### config.mk
export PLATFORM = sky130hd
export DESIGN_NAME = spi_regport
export DESIGN_NICKNAME = d
export VERILOG_FILES = /design/src/rtl/spi_regport_pkg.sv /design/src/rtl/spi_regport_sync.sv /design/src/rtl/spi_regport_frame.sv /design/src/rtl/spi_regport_regfile.sv /design/src/rtl/spi_regport.sv
export SDC_FILE = /design/constraint.sdc
export NUM_CORES = 1
export LEC_CHECK = 0
export BUFFER_PORTS_ARGS = -buffer_cell sky130_fd_sc_hd__buf_2
export CORE_ASPECT_RATIO = 0.7
export CORE_MARGIN = 4
export CORE_UTILIZATION = 40
export CTS_CLUSTER_SIZE = 25
export DETAILED_ROUTE_END_ITERATION = 10
export GPL_TIMING_DRIVEN = 0
export SLEW_MARGIN = 10
export SYNTH_ARGS = -nofsm -noshare
export SYNTH_HDL_FRONTEND = slang
export SYNTH_HIERARCHICAL = 1
export SYNTH_SLANG_ARGS = --single-unit
### constraint.sdc
create_clock -name clk -period 4.5 [get_ports clk]
set_clock_uncertainty 0.15 [all_clocks]
set_input_delay 0 -clock clk [delete_from_list [all_inputs] [get_ports clk]]
set_output_delay 0 -clock clk [all_outputs]
set_load 0.02 [all_outputs]
### src/rtl/spi_regport_pkg.sv
package spi_regport_pkg;
  localparam int BYTE_W     = 8;
  localparam int ADDR_W     = 5;
  localparam int FRAME_BITS = 2 * BYTE_W;

  // Command byte in shift order: flag, address, parity, ignored bit.
  typedef struct packed {
    logic              wr;
    logic [ADDR_W-1:0] addr;
    logic              par;
    logic              pad;
  } cmd_t;

  // Odd parity over flag, address and parity bit.
  function automatic logic cmd_parity_ok(cmd_t c);
    return ^{c.wr, c.addr, c.par};
  endfunction

  function automatic logic addr_in_bank(logic [ADDR_W-1:0] a, int num_regs);
    return int'(a) < num_regs;
  endfunction
endpackage

### src/rtl/spi_regport_sync.sv
module spi_regport_sync #(
  parameter int             STAGES  = 2,
  parameter int             WIDTH   = 3,
  parameter logic [WIDTH-1:0] RST_VAL = '0
) (
  input  logic             clk,
  input  logic             rst_n,
  input  logic [WIDTH-1:0] din,
  output logic [WIDTH-1:0] lvl,
  output logic [WIDTH-1:0] rise,
  output logic [WIDTH-1:0] fall
);
  logic [WIDTH-1:0] stg [STAGES];
  logic [WIDTH-1:0] prev_q;

  always_ff @(posedge clk or negedge rst_n) begin
    if (!rst_n) begin
      for (int i = 0; i < STAGES; i++) stg[i] <= RST_VAL;
      prev_q <= RST_VAL;
    end else begin
      stg[0] <= din;
      for (int i = 1; i < STAGES; i++) stg[i] <= stg[i-1];
      prev_q <= stg[STAGES-1];
    end
  end

  assign lvl  = stg[STAGES-1];
  assign rise = lvl & ~prev_q;
  assign fall = ~lvl & prev_q;
endmodule

### src/rtl/spi_regport_frame.sv
module spi_regport_frame
  import spi_regport_pkg::*;
(
  input  logic              clk,
  input  logic              rst_n,
  input  logic              sel_n,
  input  logic              sel_fall,
  input  logic              sel_rise,
  input  logic              sck_rise,
  input  logic              sck_fall,
  input  logic              mosi,
  input  logic [BYTE_W-1:0] status,
  input  logic [BYTE_W-1:0] rd_data,
  output logic [ADDR_W-1:0] rd_addr,
  output logic              wr_stb,
  output logic [ADDR_W-1:0] wr_addr,
  output logic [BYTE_W-1:0] wr_data,
  output logic              miso,
  output logic              miso_oe
);
  localparam int CNT_MAX = FRAME_BITS + 1;
  localparam int CNT_W   = $clog2(CNT_MAX + 1);

  logic [CNT_W-1:0]      cnt_q;
  logic [FRAME_BITS-1:0] rx_q;
  logic [BYTE_W-1:0]     tx_q;
  logic                  miso_q;
  cmd_t                  cmd_q;
  cmd_t                  cmd_live;
  logic                  cmd_done_evt;
  logic                  frame_full;
  logic                  commit_evt;

  assign cmd_live     = cmd_t'({rx_q[BYTE_W-2:0], mosi});
  assign rd_addr      = cmd_live.addr;
  assign cmd_done_evt = !sel_n && sck_fall && (cnt_q == CNT_W'(BYTE_W - 1));
  assign frame_full   = (cnt_q == CNT_W'(FRAME_BITS));
  assign commit_evt   = sel_rise && frame_full && cmd_q.wr && cmd_parity_ok(cmd_q);

  always_ff @(posedge clk or negedge rst_n) begin
    if (!rst_n) begin
      cnt_q   <= '0;
      rx_q    <= '0;
      tx_q    <= '0;
      miso_q  <= 1'b0;
      cmd_q   <= '0;
      wr_stb  <= 1'b0;
      wr_addr <= '0;
      wr_data <= '0;
    end else begin
      wr_stb <= 1'b0;
      if (sel_fall) begin
        cnt_q  <= '0;
        rx_q   <= '0;
        tx_q   <= status;
        miso_q <= 1'b0;
        cmd_q  <= '0;
      end else if (!sel_n) begin
        if (sck_fall) begin
          rx_q <= {rx_q[FRAME_BITS-2:0], mosi};
          if (cnt_q != CNT_W'(CNT_MAX)) cnt_q <= cnt_q + 1'b1;
          if (cmd_done_evt) begin
            cmd_q <= cmd_live;
            tx_q  <= cmd_parity_ok(cmd_live) ? rd_data : '0;
          end
        end else if (sck_rise) begin
          miso_q <= tx_q[BYTE_W-1];
          tx_q   <= {tx_q[BYTE_W-2:0], 1'b0};
        end
      end
      if (commit_evt) begin
        wr_stb  <= 1'b1;
        wr_addr <= cmd_q.addr;
        wr_data <= rx_q[BYTE_W-1:0];
      end
    end
  end

  assign miso    = miso_q;
  assign miso_oe = !sel_n;

  // the output bit moves only on a rising clock event or a new frame
  p_miso_on_rise_r3: assert property (@(posedge clk) disable iff (!rst_n)
    !$stable(miso_q) |-> $past(sck_rise || sel_fall));

  // a write strobe always follows a select rising event
  p_wr_after_sel_rise_r7: assert property (@(posedge clk) disable iff (!rst_n)
    wr_stb |-> $past(sel_rise));

  // clock edges while deselected leave the shift state alone
  p_idle_sck_ignored_r10: assert property (@(posedge clk) disable iff (!rst_n)
    (sel_n && !sel_rise && !sel_fall && sck_fall) |=> $stable(rx_q) && $stable(cnt_q));

  // a command byte with bad parity never yields a write
  p_parity_gate_r5: assert property (@(posedge clk) disable iff (!rst_n)
    (cmd_done_evt && !cmd_parity_ok(cmd_live)) |=> !cmd_parity_ok(cmd_q));
endmodule

### src/rtl/spi_regport_regfile.sv
module spi_regport_regfile
  import spi_regport_pkg::*;
#(
  parameter int NUM_REGS  = 8,
  parameter int MASK_ADDR = 6,
  parameter int MASK_BITS = 3
) (
  input  logic                       clk,
  input  logic                       rst_n,
  input  logic                       wr_stb,
  input  logic [ADDR_W-1:0]          wr_addr,
  input  logic [BYTE_W-1:0]          wr_data,
  input  logic [ADDR_W-1:0]          rd_addr,
  output logic [BYTE_W-1:0]          rd_data,
  output logic [NUM_REGS*BYTE_W-1:0] regs_flat
);
  for (genvar g = 0; g < NUM_REGS; g++) begin : g_reg
    logic hit;
    assign hit = wr_stb && (wr_addr == ADDR_W'(g));
    if (g == MASK_ADDR) begin : g_mask
      logic [MASK_BITS-1:0] q;
      always_ff @(posedge clk or negedge rst_n) begin
        if (!rst_n)   q <= '0;
        else if (hit) q <= wr_data[MASK_BITS-1:0];
      end
      assign regs_flat[g*BYTE_W +: BYTE_W] = {{(BYTE_W-MASK_BITS){1'b0}}, q};
    end else begin : g_plain
      logic [BYTE_W-1:0] q;
      always_ff @(posedge clk or negedge rst_n) begin
        if (!rst_n)   q <= '0;
        else if (hit) q <= wr_data;
      end
      assign regs_flat[g*BYTE_W +: BYTE_W] = q;
    end
  end

  always_comb begin
    rd_data = '0;
    for (int i = 0; i < NUM_REGS; i++)
      if (rd_addr == ADDR_W'(i)) rd_data = regs_flat[i*BYTE_W +: BYTE_W];
  end

  // without a write strobe the bank holds its value
  p_bank_hold_r7: assert property (@(posedge clk) disable iff (!rst_n)
    !wr_stb |=> $stable(regs_flat));

  // writes beyond the bank touch nothing
  p_unimpl_write_r9: assert property (@(posedge clk) disable iff (!rst_n)
    (wr_stb && !addr_in_bank(wr_addr, NUM_REGS)) |=> $stable(regs_flat));
endmodule

### src/rtl/spi_regport.sv
module spi_regport
  import spi_regport_pkg::*;
#(
  parameter int NUM_REGS    = 8,
  parameter int MASK_ADDR   = 6,
  parameter int SYNC_STAGES = 2
) (
  input  logic                       clk,
  input  logic                       rst_n,
  input  logic                       sel_n_i,
  input  logic                       sck_i,
  input  logic                       mosi_i,
  input  logic [BYTE_W-1:0]          status_i,
  output logic                       miso_o,
  output logic                       miso_oe_o,
  output logic [NUM_REGS*BYTE_W-1:0] regs_o,
  output logic                       thr_test_o,
  output logic                       hv_rst_en_o,
  output logic                       ot_rst_en_o
);
  localparam int MASK_BITS = 3;

  logic [2:0] s_lvl, s_rise, s_fall;
  logic [ADDR_W-1:0] rd_addr, wr_addr;
  logic [BYTE_W-1:0] rd_data, wr_data;
  logic wr_stb;
  logic [BYTE_W-1:0] mask_byte;

  // bit 2: select, bit 1: clock, bit 0: data
  spi_regport_sync #(.STAGES(SYNC_STAGES), .WIDTH(3), .RST_VAL(3'b100)) sync_i (
    .clk(clk), .rst_n(rst_n), .din({sel_n_i, sck_i, mosi_i}),
    .lvl(s_lvl), .rise(s_rise), .fall(s_fall));

  spi_regport_frame frame_i (
    .clk(clk), .rst_n(rst_n),
    .sel_n(s_lvl[2]), .sel_fall(s_fall[2]), .sel_rise(s_rise[2]),
    .sck_rise(s_rise[1]), .sck_fall(s_fall[1]), .mosi(s_lvl[0]),
    .status(status_i), .rd_data(rd_data), .rd_addr(rd_addr),
    .wr_stb(wr_stb), .wr_addr(wr_addr), .wr_data(wr_data),
    .miso(miso_o), .miso_oe(miso_oe_o));

  spi_regport_regfile #(.NUM_REGS(NUM_REGS), .MASK_ADDR(MASK_ADDR), .MASK_BITS(MASK_BITS)) regs_i (
    .clk(clk), .rst_n(rst_n), .wr_stb(wr_stb), .wr_addr(wr_addr),
    .wr_data(wr_data), .rd_addr(rd_addr), .rd_data(rd_data),
    .regs_flat(regs_o));

  assign mask_byte   = regs_o[MASK_ADDR*BYTE_W +: BYTE_W];
  assign thr_test_o  = mask_byte[2];
  assign hv_rst_en_o = mask_byte[1];
  assign ot_rst_en_o = mask_byte[0];

  // the pad is released whenever the synchronized select is high
  p_oe_released_r2: assert property (@(posedge clk) disable iff (!rst_n)
    $rose(s_lvl[2]) |-> !miso_oe_o);
endmodule

### Word level (Yosys, flattened, before mapping)

Cells that the tools add are included.
W data, S select, Z words.

* register bits: 111
* input bits: 13
* word-level logic and storage cells: 104

* $add $sub $neg: 1
* equality and inequality tests: 20
* mux-type cells: 30
* bitwise gates (word level): 4
* reductions and logical operators: 28

Operators with widths (number)
* $mux W8: 21
* $eq A5 B3 Y1 const B: 9
* $eq A5 B2 Y1 const B: 4
* $mux W5: 4
* $reduce_xor A7 Y1: 2
* $logic_and A1 B1 Y1: 13
* $reduce_and A3 Y1: 4
* $eq A5 B1 Y1 const B: 2
* $logic_not A5 Y1: 2
* $reduce_bool A2 Y1: 4
* $and A3 B3 Y3: 2
* $not A3 Y3: 2
* $add A5 B1 Y5 const B: 1
* $eq A5 B5 Y1 const B: 1
* $mux W1: 5
* $ne A5 B5 Y1 const B: 1
* $ne A3 B1 Y1 const B: 1
* $reduce_bool A3 Y1: 1
* $ne A2 B1 Y1 const B: 1
* $ne A2 B2 Y1 const B: 1
* $reduce_and A2 Y1: 1
* $logic_not A1 Y1: 1

### Logic depth before layout (Yosys ltp)

Gate-level depths: netlist of the first run.

* word-level depth: 14
* mapped depth: 7
* gate-level depth less buffers: 6

### Modules after synthesis

The synthesis of the first run kept the hierarchy.

By module, submodules not included
* spi_regport_regfile: instances 1, cells an instance 209, area each 2946.6 um^2, seq. area each 1476.4 um^2
* spi_regport_frame: instances 1, cells an instance 179, area each 2067.0 um^2, seq. area each 1076.0 um^2
* spi_regport_sync: instances 1, cells an instance 18, area each 304.0 um^2, seq. area each 229.0 um^2
* spi_regport: instances 1, cells an instance 3, area each 22.5 um^2, seq. area each 0.0 um^2

### Worst setup path after synthesis of the first run

Ideal clock, no wire load.

* path kind: reg2reg
* from: reg frame_i.rx_q[1]
* to: reg frame_i.tx_q[3]
* setup time: 126 ps
* arrival: 1758 ps
* data required time: 4224 ps
* setup slack: 2466 ps
* stages on the path, launching flop included: 6
* path buffers: 2
* clock period less this slack: 2034 ps
* cells stage by stage: dfrtp_1 -> buf_4 -> buf_6 -> mux4_2 -> a221o_1 -> a221o_1

* longest elaborated chain between the ends: 14
* elaborated cells between the ends (all ways): 22

Ends and longest elaborated chain
* from (decl): RTL line spi_regport_frame.sv:25 `logic [FRAME_BITS-1:0] rx_q;`
* from (signal assigned): RTL line spi_regport_frame.sv:60 `rx_q <= {rx_q[FRAME_BITS-2:0], mosi};`
* $logic_not A5 Y1: RTL line spi_regport_regfile.sv:40 `if (rd_addr == ADDR_W'(i)) rd_data = regs_flat[i*BYTE_W +: BYTE_W];`
* $mux W8 (7 in series): RTL line spi_regport_regfile.sv:40
* $mux W8 *: RTL line spi_regport_regfile.sv:40
* net rd_data[3]: RTL line spi_regport.sv:25 `logic [BYTE_W-1:0] rd_data, wr_data;`
* $mux W8 *: RTL line spi_regport_frame.sv:64 `tx_q <= cmd_parity_ok(cmd_live) ? rd_data : '0;`
* $mux W8 *: RTL line spi_regport_frame.sv:62 `if (cmd_done_evt) begin`
* $mux W8 *: RTL line spi_regport_frame.sv:59 `if (sck_fall) begin`
* $mux W8 *: RTL line spi_regport_frame.sv:58 `end else if (!sel_n) begin`
* $mux W8 *: RTL line spi_regport_frame.sv:52 `if (sel_fall) begin`
* to (signal assigned): RTL line spi_regport_frame.sv:55 `tx_q <= status;`
* to (signal assigned): RTL line spi_regport_frame.sv:64
* to (signal assigned): RTL line spi_regport_frame.sv:68 `tx_q <= {tx_q[BYTE_W-2:0], 1'b0};`
* to (decl): RTL line spi_regport_frame.sv:26 `logic [BYTE_W-1:0] tx_q;`

Mark *: on every way through the listed nets, which the timed path passes. The rest lies on a longest branch. The select of a mux whose other input is x is not followed.
A chain may end at the register's enable or synchronous reset.

### Worst setup path after layout of the first run

Same ends and word-level chain as after synthesis.

==> run metrics, run 1 <==
status complete, no violations; Routed WL 13.56 mm; Min-Delay Path Class input port to asynchronous set/reset pin; layer with the highest usage met1; H-tree levels 3; worst-path fanout max 10; mapped cell area 0.005290 sq mm; I/O pin count 82; DRT Pass-1 Iters 4; DP HPWL 9.655 mm; cts hold-fix bufs 13; critical path startpoint frame_i/rx_q[1]$_DFFE_PN0P_; number of port buffers 76; met2 usage 26.09%; GRT overflow 0; Initial Utilization 41.73%; TritonCTS sink count 110; CP delay by family, top compound AO/OA/AOI/OAI gates; max-cap violation count 0; CTS Buf Count 9; layout cell share with drive strength beyond 1 43.30%; core area 0.01268 sq mm; Via-to-Cell Ratio 5.386; Final #Nets 526; met1 Use GR 28.17%; Setup crit end kind flop; most frequent cells in the layout 107 x dfrtp_1, 78 x buf_2, 69 x mux2_2; Crit path arrival time 2.44 ns; fin crit share 52.34%; Antenna diodes 0; Crit path top cell by count a221o_1; Total Die Area 0.01516 sq mm; Clk pin slew, worst setup/hold paths 0.08 ns; initial DRC count 253; ANT nets after route 0; final setup margin 2.145 ns; maximum VDD drop 0.2204 mV; Rows 34; power share of the sequential group 50.7%; YS warnings 6; drt wl/cell 20.03 um; Setup Slack @ Placement 2.131 ns; Clock power frac 43.3%; # setup viols final 0; worst skew pair latency 0.35 ns; TNS Setup 0 ns; Die X 145.5 um; CTS tree yes; Final Hold Fails 0; commonest non-fill, non-tap cell in the layout dfrtp_1; Slew HR 56.12%; PwrDens 315.6 mW/mm^2; DIE HEIGHT 104.2 um; Slowest Stage Delay on Critical Path 0.55 ns; Int Pwr 1.557 mW; Slew Limit Fails 0; vias in the first global route 3673; power share of the combinational group 6.0%; critical path launch point type flop; Achievable Freq 424.6 MHz; pin count of the biggest net entering global routing 82; Mapped Cells 405; global placer's final weighted congestion 0.8232; # Post-CTS Setup Buffers 0; Area growth, synth to finish 20.81%; slowest library cell on the worst path mux4_2; switch share 22.78%; CTS max path bufs 2; # DRC 0; slew at the pin with the worst max-slew slack 0.6532 ns; initial antenna violation count 0; min Tclk post-route 2.355 ns; launch point of the worst reg-to-reg path frame_i/rx_q[1]$_DFFE_PN0P_; Root Driver clkbuf_16; leakage power 3.258 nW; Net Sw Power 0.4594 mW; required time worst endpoint 4.58 ns; Syn Area/Cell 13.06 sq um; critical-path cell list buf_4 -> buf_6 -> mux4_2 -> a221o_1 -> a221o_1; met3 Use GR 4.573%; worst path bufs/invs 2; total track usage 18.29%; RSZ-0062 raised after global routing no; Vias 3646; critical path class flop to flop; cts repair resizes 0; first-pass GRT wire length 21.49 mm
[metal layers]
layer  wire, um  up-vias  part of all wire (%)
met5          0        -                     0
met4        111        0                  0.82
met3        905       10                   6.7
met2       5890      110                    43
met1       6654     1867                    49
li1           -     1659                     -
[power by group through the flow]
stage	clock [mW]	combinational, mW	sequential, mW
global placement	0	0.105	1.04
finish	0.873	0.121	1.02
detailed placement	0	0.111	1.04
global route	0.932	0.134	1.03
CTS	0.891	0.123	1.02
floorplan	0	0.0656	1.04
[registers in the layout, summed over array words and instances (netlist names)]
name,cells
sync_i/prev_q,2
sync_i/lvl,3
frame_i/wr_data,8
regs_i/g.g_plain.q,56
frame_i/cnt_q,5
frame_i/tx_q,8
sync_i/stg,3
regs_i/g.g_mask.q,3
frame_i/wr_stb,1
frame_i/cmd_q,7
frame_i/wr_addr,5
frame_i/miso,1
frame_i/rx_q,8
[layout make-up]
class,instances,area (sq um)
Fill cell,1148,6286
Sequential cell,110,2756
Multi-Input combinational cell,263,2311
Timing Repair Buffer,90,554.3
Clock buffer,9,225.2
Buffer,30,215.2
Tap cell,162,202.7
Clock inverter,7,103.9
Inverter,6,22.52
[final timing paths]
check                                                           endpoint  slack (ns)  cells after the start
min in group clk                                 sync_i/stg[5]$_DFF_PN1_        0.15                      2
worst min register to register                   sync_i/lvl[0]$_DFF_PN0_        0.20                      0
worst max register to register               frame_i/tx_q[3]$_DFFE_PN0P_        2.14                      5
worst min-delay path            regs_i/g_reg[0].g_plain.q[4]$_DFFE_PN0P_        0.04                      3
max in group asynchronous       regs_i/g_reg[2].g_plain.q[2]$_DFFE_PN0P_        3.73                      3
worst max-delay path                         frame_i/tx_q[3]$_DFFE_PN0P_        2.14                      5
[through the flow]
step	std cells	utilization (%)	hold WS, ns	cell area [sq um]	power [mW]
global route	677	50.41	0.04474	6391	2.091
finish	677	50.41	0.03967	6391	2.017
detailed placement	648	46.71	-0.2525	5922	1.153
floorplan	409	-	-0.4456	5305	1.104
CTS	677	50.41	0.04712	6391	2.037
global placement	647	46.45	-0.04252	5888	1.146
[worst reg2reg max path: cells and delay by family, from the launching register on]
family | cells | cell delay (ns)
muxes | 1 | 0.55
AOI/OAI and AO/OA | 2 | 0.69
DFF | 1 | 0.50
buffers and inverters | 2 | 0.37
No activity file was read; power rests on OpenSTA's default activity.
==> inputs of run 2 (changes only) <==
==> constraint.sdc (replaced) <==
create_clock -name clk -period 1.94 [get_ports clk]
set_clock_uncertainty 0.15 [all_clocks]
set_input_delay 0 -clock clk [delete_from_list [all_inputs] [get_ports clk]]
set_output_delay 0 -clock clk [all_outputs]
set_load 0.02 [all_outputs]
==> run 2 against run 1 <==
The run now ends with negative setup slack left. Cell count is 4.9% higher. Total power is 140% higher. First-iteration DRC count is 4.7% lower. Largest cell class unchanged. Clock-buffer cell count stayed put. Largest power group unchanged. Highest routed layer unchanged. Register-to-register slack worse by 2.3 ns. Global-route usage is 1.2 points higher.
==> run metrics, run 2 (synthesis gave the netlist of run 1 again) <==
final cell utilization of the core 55.26%; DP HPWL 9.616 mm; Worst Setup EP frame_i/tx_q[6]$_DFFE_PN0P_; critical path startpoint frame_i/rx_q[1]$_DFFE_PN0P_; Int Pwr 3.661 mW; Area growth, synth to finish 32.43%; min Tclk post-route 2.124 ns; violated checks negative setup slack; r2r endpoint frame_i/tx_q[6]$_DFFE_PN0P_; Die X 145.5 um; Placed Area 0.005939 sq mm; fill count 1075; Antenna diodes 0; CTS Buf Count 9; R2R cell count 7; Final #Nets 559; total power 4.778 mW; PwrDens 682.0 mW/mm^2; DRT Pass-1 Iters 4; Clock power frac 42.9%; vias in the first global route 3904; fin crit share 109.5%; global placer's final weighted congestion 0.8276; leakage power 3.564 nW; maximum VDD drop 0.4292 mV; worst skew pair latency 0.35 ns; DIE HEIGHT 104.2 um; required time worst endpoint 2.03 ns; Total Die Area 0.01516 sq mm; Initial Utilization 41.73%; I/O pin count 82; switch share 23.37%; layout cell share with drive strength beyond 1 54.56%; slew at the pin with the worst max-slew slack 0.6300 ns; worst-path fanout max 4; core area 0.01268 sq mm; power share of the combinational group 7.4%; most frequent cells in the layout 103 x dfrtp_1, 77 x buf_2, 57 x mux2_2; Slew Limit Fails 0; number of port buffers 76; Design Area, Final 0.007005 sq mm; Achievable Freq 470.8 MHz; Reg with most FFs regs_i/g.g_plain.q; max-cap violation count 0; Crit path arrival time 2.21 ns; Final Hold Fails 0; critical path launch point type flop; Rows 34; Slew HR 57.85%; pin count of the biggest net entering global routing 57; Root Driver clkbuf_16; Net Sw Power 1.117 mW; CTS max path bufs 2; Routed WL 14.65 mm; Vias 3869; commonest non-fill, non-tap cell in the layout dfrtp_1; TritonCTS sink count 110; H-tree levels 3; # setup viols final 21; Clk pin slew, worst setup/hold paths 0.08 ns; first-pass GRT wire length 22.98 mm; RSZ-0062 raised after global routing yes; Setup crit end kind flop; power share of the sequential group 49.6%; critical path class flop to flop; CTS tree yes; total track usage 19.54%; reg2reg setup slack -0.18 ns; final setup margin -0.1839 ns; launch point of the worst reg-to-reg path frame_i/rx_q[1]$_DFFE_PN0P_; max reg flops 56; # DRC 0; Setup Slack @ Placement -0.4107 ns; status finished, violations left; ANT nets after route 0; GRT overflow 0; initial antenna violation count 0; Via-to-Cell Ratio 5.449; drt wl/cell 20.63 um; Min-Delay Path Class input port to asynchronous set/reset pin; initial DRC count 241
[run 2: cell count changes in the layout (fill, tap and decap cells not counted), moves of 4 or more]
cell,before,now
buf_6,6,11
dfrtp_2,0,4
dfrtp_1,107,103
mux2_4,8,21
a21oi_2,0,6
buf_4,16,43
mux2_2,69,57
a21oi_1,16,10
o21ai_2,0,4
o21ai_0,7,1
[run 2: metal layers]
metal | vias to the layer above | share of wire, % | wire length (um) | GRT usage [%]
met5 | - | 0 | 0 | 0
met4 | 0 | 0.83 | 121 | 5.081
met3 | 8 | 7.3 | 1062 | 4.443
met2 | 147 | 44 | 6380 | 27.29
met1 | 1989 | 48 | 7082 | 30.35
li1 | 1725 | - | - | -
[run 2: worst max-delay path: stages, from the launching register on]
cell	delay, ns
dfrtp_2	0.44
buf_6	0.14
buf_4	0.15
buf_16	0.13
and2_4	0.13
and3_4	0.17
a221o_1	0.36
a221o_1	0.34
[run 2: how the worst min path moves through the flow]
stage | from | endpoint | slack [ns] | depth (start not counted)
after global placement | sel_n_i | sync_i/stg[5]$_DFF_PN1_ | -0.04 | 1
after global routing | rst_n | regs_i/g_reg[3].g_plain.q[4]$_DFFE_PN0P_ | 0.09 | 2
after floorplan | rst_n | frame_i/cmd_q[1]$_DFFE_PN0P_ | -0.45 | 0
after detailed placement | rst_n | regs_i/g_reg[3].g_plain.q[4]$_DFFE_PN0P_ | -0.15 | 1
final | rst_n | regs_i/g_reg[2].g_plain.q[4]$_DFFE_PN0P_ | 0.03 | 2
after CTS | rst_n | regs_i/g_reg[3].g_plain.q[4]$_DFFE_PN0P_ | 0.05 | 2
[run 2: power groups by stage]
stage                     Sequential, mW  Clock (mW)  Combinational (mW)
after floorplan                     2.41           0               0.156
after global placement              2.42           0               0.247
after detailed placement            2.42           0               0.262
after CTS                           2.37        2.10               0.344
after global routing                2.38        2.20               0.389
final                               2.37        2.05               0.355
[run 2: cell type report]
| type | instances | area [sq um] | share of cell area (%) |
|---|---|---|---|
| Timing Repair Buffer | 124 | 859.6 | 12.27 |
| Clock inverter | 7 | 102.6 | 1.465 |
| Tap cell | 162 | 202.7 | 2.893 |
| Sequential cell | 110 | 2761 | 39.42 |
| Buffer | 29 | 267.8 | 3.822 |
| Clock buffer | 9 | 225.2 | 3.215 |
| Inverter | 6 | 22.52 | 0.3215 |
| Multi-Input combinational cell | 263 | 2564 | 36.60 |
[run 2: per-stage QoR]
stage / setup TNS (ns) / std cells / hold WS, ns
after detailed placement: -7.317 / 648 / -0.1502
after CTS: -0.8422 / 704 / 0.05053
after floorplan: -0.07353 / 409 / -0.4456
after global placement: -63.82 / 647 / -0.04264
after global routing: -1.976 / 710 / 0.08814
final: -1.336 / 710 / 0.02652
[run 2: what timing repair did]
item                       in CTS  in global routing
setup endpoints to repair      41                 33
pin swaps                      24                 14
hold endpoints to repair      118                  0
hold buffers                   12                  0
resized for setup              68                 18
buffers inserted               25                  6
gates cloned                    3                  1
